<file path="config.mk">
export PLATFORM = sky130hd
export DESIGN_NAME = tinj_bank
export DESIGN_NICKNAME = d
export VERILOG_FILES = /design/src/rtl/tinj_pkg.sv /design/src/rtl/tinj_cell.sv /design/src/rtl/tinj_hitcnt.sv /design/src/rtl/tinj_bank.sv
export SDC_FILE = /design/constraint.sdc
export NUM_CORES = 1
export LEC_CHECK = 0
export BUFFER_PORTS_ARGS = -buffer_cell sky130_fd_sc_hd__buf_2
export CAP_MARGIN = 20
export CELL_PAD_IN_SITES_DETAIL_PLACEMENT = 1
export CELL_PAD_IN_SITES_GLOBAL_PLACEMENT = 2
export CORE_ASPECT_RATIO = 1.4
export CORE_UTILIZATION = 30
export CTS_CLUSTER_SIZE = 24
export DETAILED_ROUTE_END_ITERATION = 10
export PLACE_DENSITY = 0.91
export REMOVE_ABC_BUFFERS = 1
export SYNTH_ARGS = -nofsm -noshare
export SYNTH_HDL_FRONTEND = slang
export SYNTH_SLANG_ARGS = --single-unit
</file>
<file path="constraint.sdc">
create_clock -name clk -period 4.19 [get_ports clk]
set_clock_uncertainty 0.05 [all_clocks]
set_input_delay 1.257 -clock clk [delete_from_list [all_inputs] [get_ports clk]]
set_output_delay 1.257 -clock clk [all_outputs]
set_load 0.01 [all_outputs]
</file>
<file path="src/rtl/tinj_pkg.sv">
// Package tinj_pkg
// Shared mode encoding for the transient injectors.
// Assumes a two-bit mode field per injector.
package tinj_pkg;
    typedef enum logic [1:0] {
        MODE_PASS = 2'b00,
        MODE_DIP  = 2'b01,
        MODE_SPK  = 2'b10,
        MODE_RSVD = 2'b11
    } inj_mode_e;
endpackage

</file>
<file path="src/rtl/tinj_cell.sv">
// Module tinj_cell
// Purely combinational overlay for one node. Decodes the mode, forces the
// node low (dip) or high (spike) while armed and pulsed, and reports whether
// the forced level differs from the true value.
// Assumes pulse is already aligned to the wanted moment by the pulse source.
module tinj_cell
    import tinj_pkg::*;
(
    input  logic       node_val,
    input  logic       pulse,
    input  logic       arm,
    input  logic [1:0] mode_bits,
    output logic       drive_val,
    output logic       eff,
    output logic       bad
);
    inj_mode_e mode;
    logic      active;
    logic      forced;

    // Decode the mode into overlay enable and forced level
    always_comb begin
        mode   = inj_mode_e'(mode_bits);
        active = 1'b0;
        forced = 1'b0;
        bad    = 1'b0;
        case (mode)
            MODE_DIP: begin
                active = arm & pulse;
                forced = 1'b0;
            end
            MODE_SPK: begin
                active = arm & pulse;
                forced = 1'b1;
            end
            MODE_RSVD: bad = 1'b1;
            default: active = 1'b0;
        endcase
    end

    // Select the forwarded level and flag a level change
    always_comb begin
        drive_val = active ? forced : node_val;
        eff       = active & (forced != node_val);
    end
endmodule

</file>
<file path="src/rtl/tinj_hitcnt.sv">
// Module tinj_hitcnt
// Saturating counter of effective-hit cycles for one injector.
// Clear has priority over increment; synchronous active-low reset.
module tinj_hitcnt #(
    parameter int CNT_W = 8
) (
    input  logic             clk,
    input  logic             rst_n,
    input  logic             clr,
    input  logic             hit,
    output logic [CNT_W-1:0] count
);
    localparam logic [CNT_W-1:0] CNT_MAX = {CNT_W{1'b1}};

    // Count effective cycles, clearing or holding at the top
    always_ff @(posedge clk) begin
        if (!rst_n)
            count <= '0;
        else if (clr)
            count <= '0;
        else if (hit && count != CNT_MAX)
            count <= count + 1'b1;
    end


    cnt_step_chk: assert property (@(posedge clk) disable iff (!rst_n)
        (!clr && hit && count != CNT_MAX) |=> count == CNT_W'($past(count) + 1'b1));

    cnt_sat_chk: assert property (@(posedge clk) disable iff (!rst_n)
        (!clr && count == CNT_MAX) |=> count == CNT_MAX);

    cnt_clr_chk: assert property (@(posedge clk) disable iff (!rst_n)
        clr |=> count == '0);

    cnt_idle_chk: assert property (@(posedge clk) disable iff (!rst_n)
        (!clr && !hit) |=> $stable(count));
endmodule

</file>
<file path="src/rtl/tinj_bank.sv">
// Module tinj_bank
// Bank of N_NODES transient injectors sharing one arm input. Each injector
// has its own mode, pulse, effective-hit flag and saturating counter.
// Assumes node_in and pulse_in are settled before the edge that counts them.
module tinj_bank
    import tinj_pkg::*;
#(
    parameter int N_NODES = 4,
    parameter int CNT_W   = 8
) (
    input  logic                       clk,
    input  logic                       rst_n,
    input  logic                       arm,
    input  logic [N_NODES-1:0]         node_in,
    input  logic [N_NODES-1:0]         pulse_in,
    input  logic [2*N_NODES-1:0]       mode_sel,
    input  logic [N_NODES-1:0]         cnt_clr,
    output logic [N_NODES-1:0]         node_out,
    output logic [N_NODES-1:0]         eff_hit,
    output logic [N_NODES-1:0]         bad_mode,
    output logic [N_NODES*CNT_W-1:0]   hit_cnt
);
    localparam int MODE_W = 2;

    for (genvar gi = 0; gi < N_NODES; gi++) begin : g_inj
        logic [MODE_W-1:0] md;
        assign md = mode_sel[gi*MODE_W +: MODE_W];

        tinj_cell u_cell (
            .node_val  (node_in[gi]),
            .pulse     (pulse_in[gi]),
            .arm       (arm),
            .mode_bits (md),
            .drive_val (node_out[gi]),
            .eff       (eff_hit[gi]),
            .bad       (bad_mode[gi])
        );

        tinj_hitcnt #(.CNT_W(CNT_W)) u_cnt (
            .clk   (clk),
            .rst_n (rst_n),
            .clr   (cnt_clr[gi]),
            .hit   (eff_hit[gi]),
            .count (hit_cnt[gi*CNT_W +: CNT_W])
        );


        pass_thru_chk: assert property (@(posedge clk) disable iff (!rst_n)
            (md == MODE_PASS) |-> node_out[gi] == node_in[gi]);

        dip_low_chk: assert property (@(posedge clk) disable iff (!rst_n)
            (arm && pulse_in[gi] && md == MODE_DIP) |-> !node_out[gi]);

        spike_high_chk: assert property (@(posedge clk) disable iff (!rst_n)
            (arm && pulse_in[gi] && md == MODE_SPK) |-> node_out[gi]);

        rsvd_mode_chk: assert property (@(posedge clk) disable iff (!rst_n)
            (md == MODE_RSVD) |-> (bad_mode[gi] && node_out[gi] == node_in[gi]));

        disarmed_chk: assert property (@(posedge clk) disable iff (!rst_n)
            !arm |-> (node_out[gi] == node_in[gi] && !eff_hit[gi]));

        eff_diff_chk: assert property (@(posedge clk) disable iff (!rst_n)
            eff_hit[gi] |-> node_out[gi] != node_in[gi]);
    end
endmodule

</file>
### After elaboration in Yosys (flattened, before gate mapping)

Index checks and enable logic that the tools add are counted.

| storage, ports and cells | value |
|---|---|
| flip-flop bits (word level) | 32 |
| latch bits | 0 |
| memory bits (writable) | 0 |
| bits in read-only memories | 0 |
| word-level logic and storage cells | 65 |
| memories | 0 |

| cells by class | value |
|---|---|
| add/subtract/negate cells | 4 |
| multiply operators | 0 |
| div/mod/pow operators | 0 |
| order comparisons | 0 |
| equal/unequal tests | 20 |
| shift-type cells | 0 |
| muxes and demuxes | 16 |
| bitwise operators | 9 |
| reductions and logical operators | 12 |

Operators by type and width:

| cell | number |
|---|---|
| $add 8x1->8 const B | 4 |
| $ne 8x8->1 const B | 4 |
| $eq 2x2->1 const B | 8 |
| $mux 1 | 16 |
| $reduce_or 2->1 | 8 |
| $and 1x1->1 | 8 |
| $eq 2x1->1 const B | 4 |
| $logic_and 1x1->1 | 4 |
| $ne 1x1->1 | 4 |
| $not 1->1 | 1 |

### Logic depth before layout (Yosys ltp)

| depth | value |
|---|---|
| depth after elaboration | 5 |
| mapped depth | 7 |

### By module

Synthesis repeated with hierarchy kept, for this count alone.

| second synthesis, totals | value |
|---|---|
| cells, all modules | 212 |
| area total of the unflattened synthesis | 1991.9 µm² |

By module, submodules not included:

| module | times used | cells each | area an instance (µm²) | sequential area each (µm²) |
|---|---|---|---|---|
| tinj_hitcnt | 4 | 46 | 421.7 | 160.2 |
| tinj_cell | 4 | 7 | 76.3 | 0.0 |

### Least setup slack after synthesis

No wires, ideal clock.

| timing | value |
|---|---|
| path kind | input-to-output |
| start point | in mode_sel[4] |
| end point | out eff_hit[2] |
| arrival time | 2.333 ns |
| data required time | 2.883 ns |
| setup slack | 0.550 ns |
| stages on the path | 6 |
| buffers on the path | 1 |
| cells stage by stage | inv_1 > ha_1 > nand3b_1 > or2_2 > inv_1 > buf_4 |

| on the way | value |
|---|---|
| word-level cells in the longest chain between the ends | 4 |
| elaborated cells on any way between the ends | 7 |
| those cells by class | 3 x eq/ne; 2 x mux; 1 x bitwise; 1 x reduce/logical |

Ends and longest elaborated chain:

| element | line | text |
|---|---|---|
| start: declaration | tinj_bank.sv:16 | `input logic [2*N_NODES-1:0] mode_sel,` |
| $eq 2x1->1 or $eq 2x2->1 (tied branches) | tinj_cell.sv:27 | `case (mode)` |
| $reduce_or 2->1 (no source line) or $mux 1 (tied branches) | -- |  |
| $mux 1 or $ne 1x1->1 (tied branches) | -- |  |
| $and 1x1->1 * | tinj_cell.sv:44 | `eff = active & (forced != node_val);` |
| end: declaration | tinj_bank.sv:19 | `output logic [N_NODES-1:0] eff_hit,` |

Mark *: on every way between the ends. The rest lies on a longest branch, timed or not.

### Worst setup path after layout

Same ends and word-level chain as after synthesis.

==> impl_metrics.tcl <==
set metrics [dict create \
    timing.critical_path.cells "buf_2 > inv_1 > ha_1 > nand3b_1 > or2_2 > inv_1 > buf_2" \
    die-area_mm2 0.006726 \
    cts_tree "yes" \
    buffer_ports.inserted 66 \
    timing.max_slew.rel_slack_pct 68.63 \
    path_buf_inv 4 \
    dp_cells 348 \
    synth_area_mm2 0.001919 \
    yosys.cell_types.count 42 \
    vias 1876 \
    endpoint_kind "primary output" \
    number_of_antenna_violations_at_the_first_check_in_global_routing 0 \
    grt_remaining_overflow 0 \
    ys_seq_area_share_pct 33.38 \
    cts_max_path_buffers 2 \
    post-cts-setup-buffers 0 \
    power.share.combinational_pct 10.1 \
    route.detailed.drc 0 \
    place.detailed.hpwl_um 3824 \
    design.portCount 67 \
    grt_first_pass_wirelength_um 8376 \
    setup_ws_final_ns 0.3280 \
    finalCriticalPeriod_ns 3.862 \
    cts_inserted_buffers 5 \
    die_width_um 69.60 \
    nNetsFinal 318 \
    layout.cells.non_filler 356 \
    post_synth.cell_area_avg_um2 8.455 \
    number_of_optimization_iterations_in_the_first_detailed_route_pass 4 \
    synth_top_cell_area_share_pct 33.38 \
    core_region_area_mm2 0.006211 \
    synth_warnings 0 \
    pwr-share-clk_pct 40.4 \
    place_area_mm2 0.002230 \
    drt_iter0_drc 38 \
    total_leakage_power_nw 1.063 \
    ctsHtreeMaxLevel 2 \
    max_clock_freq_ghz 0.2589 \
    pwr_density_cell_mw_per_mm2 266.0 \
    drtAntennaViolNets 0 \
    switching_power_w 0.0001512 \
    netlist_top_cells_count "sky130_fd_sc_hd__dfxtp_1 (32), sky130_fd_sc_hd__nor2_1 (23), sky130_fd_sc_hd__nand2_1 (14)" \
    worst_path_dominant_cell_family "simple AND/OR/NAND/NOR gates" \
    layout_worst_path_cycle_share_pct 92.17 \
    synth_async_sr_flop_share_pct 0 \
    timing_hold_violations_final 0 \
    vdd_drop_max_v 0.0001405 \
    totalWireLength_um 4860 \
    most_area_hungry_cell_type_in_the_yosys_netlist "sky130_fd_sc_hd__dfxtp_1" \
    n_antenna_cell 0 \
    rsz0062_at_grt "false" \
    top_register "g_inj.u_cnt.count" \
    clock-sinks 32 \
    worst_hold_path_class "reg2reg" \
    startpoint_class_of_the_critical_path "input port" \
    grt_max_degree 10 \
    drive_gt1_share_pct 28.87 \
    place_ws_ns 0.3152 \
    initial_core_util_pct 30.90 \
    setup_total_negative_slack_ns 0 \
    finalCoreUtilization_pct 37.35 \
    viasPerCell 5.270 \
    crit_required_ns 2.88 \
    cell_internal_power_w 0.0004659 \
    post_cts_resize_count 0 \
    maxCapViolCount 0 \
    slew_worst_pin_ns 0.4671 \
    layout_top_registers "g_inj.u_cnt.count (32)" \
    place.gp.congestion 0.7449 \
    crit_slowest_cell "sky130_fd_sc_hd__or2_2" \
    postCtsHoldBufs 0 \
    timing_worst_setup_path_type "in2out" \
    synthTopCellsByArea "sky130_fd_sc_hd__dfxtp_1 (33%), sky130_fd_sc_hd__ha_1 (7.8%), sky130_fd_sc_hd__buf_4 (4.7%), sky130_fd_sc_hd__nor2_1 (4.5%), sky130_fd_sc_hd__mux2i_1 (4.2%)" \
    max_ffs_per_register 32 \
    worst_setup_hold_path_clk_slew_ns 0.07 \
    first_global_vias 1891 \
    synth_seq_cells 32 \
    syn-instance-count 227 \
    worst-path-max-fanout 7 \
    post-route-cell-area_mm2 0.002320 \
    avgRoutedWirePerCell_um 13.65 \
    synth_ff_type "sky130_fd_sc_hd__dfxtp_1" \
    area_growth_pct 20.86 \
    vertical_die_dimension_um 96.64 \
    synth-edff-count 0 \
    timing.critical_path.arrival_ns 2.56 \
    sequentialPowerShare_pct 49.5 \
    rows 34 \
    clock_tree.root_cell "sky130_fd_sc_hd__clkbuf_8" \
    setup_viol_count_final 0 \
    status "complete, no violations" \
    netSwitchingFraction_pct 24.50 \
    cp_slowest_stage_delay_ns 0.39 \
    track_usage_pct 15.03 \
    worstSkewPairLatency_ns 0.28 \
    report.final.slew_viol_count 0 \
    synth_most_common_cell "sky130_fd_sc_hd__dfxtp_1" \
]
-- power by group through the flow --
stage          Clock, W  Combinational [W]  Sequential (W)
6_report       0.000249          0.0000622        0.000306
4_1_cts        0.000259          0.0000640        0.000306
2_1_floorplan         0          0.0000351        0.000313
3_5_place_dp          0          0.0000637        0.000313
5_1_grt        0.000272          0.0000700        0.000306
3_3_place_gp          0          0.0000619        0.000313
-- cells in the final DEF, fill, tap and decap left out, types with 4 or more instances in the layout --
cell                        n
sky130_fd_sc_hd__nand2b_1   4
sky130_fd_sc_hd__nor2b_1    4
sky130_fd_sc_hd__inv_1      8
sky130_fd_sc_hd__a31oi_1    4
sky130_fd_sc_hd__mux2i_1    8
sky130_fd_sc_hd__buf_2     66
sky130_fd_sc_hd__mux2_2     4
sky130_fd_sc_hd__nor3_1    11
sky130_fd_sc_hd__clkbuf_8   6
sky130_fd_sc_hd__a21oi_1    9
sky130_fd_sc_hd__dfxtp_1   32
sky130_fd_sc_hd__nand4_1    5
sky130_fd_sc_hd__and3_1     7
sky130_fd_sc_hd__ha_1      12
sky130_fd_sc_hd__nor2_1    23
sky130_fd_sc_hd__nand2_1   14
sky130_fd_sc_hd__o21ai_0    6
sky130_fd_sc_hd__nand3_1   13
sky130_fd_sc_hd__xor2_1     6
-- stage by stage --
step | total power, W | hold slack [ns]
after global routing | 0.0006478 | 0.5133
final | 0.0006170 | 0.4940
after detailed placement | 0.0003763 | 0.4865
after floorplan | 0.0003479 | 0.4848
after CTS | 0.0006291 | 0.4978
after global placement | 0.0003745 | 0.4689
-- logic make-up after synthesis --
kind of cell | synth area share, %
AND/OR/NAND/NOR | 27.57
adder cells (fa/ha/maj) | 7.822
flip-flops | 33.38
XOR/XNOR | 3.651
multiplexers | 6.519
AO/OA/AOI/OAI | 13.76
buffers and inverters | 7.301
-- routing by layer --
metal	GRT usage, %	wire (um)	part of all wire [%]	vias to the layer above
li1	-	-	-	924
met4	4.710	43	0.88	0
met2	27.18	2467	51	50
met1	17.07	2099	43	897
met5	0	0	0	-
met3	3.646	249	5.1	5
-- path summary, 6_finish.rpt --
path	startpoint	end	slack, ns	cells past startpoint
hold / removal	g_inj[0].u_cnt.count[7]	g_inj[0].u_cnt.count[7]	0.49	2
setup / recovery	mode_sel[4]	eff_hit[2]	0.33	7
hold reg to reg	g_inj[0].u_cnt.count[7]	g_inj[0].u_cnt.count[7]	0.49	2
setup reg to reg	g_inj[0].u_cnt.count[0]	g_inj[0].u_cnt.count[4]	2.37	5
-- final cells by class --
type,count,area [um^2]
well taps,72,90.09
repair buffers,66,330.3
inverters,8,30.03
fillers,778,3891
flip-flops and latches,32,640.6
multi-input cells,170,1139
clock buffers,8,90.09
-- tightest hold or removal path: stages, from the launching register on --
cell and delay [ns]:
sky130_fd_sc_hd__dfxtp_1 0.34, sky130_fd_sc_hd__nor2_1 0.11, sky130_fd_sc_hd__nor3_1 0.05
Note: power is estimated with default switching activity, not from simulation.
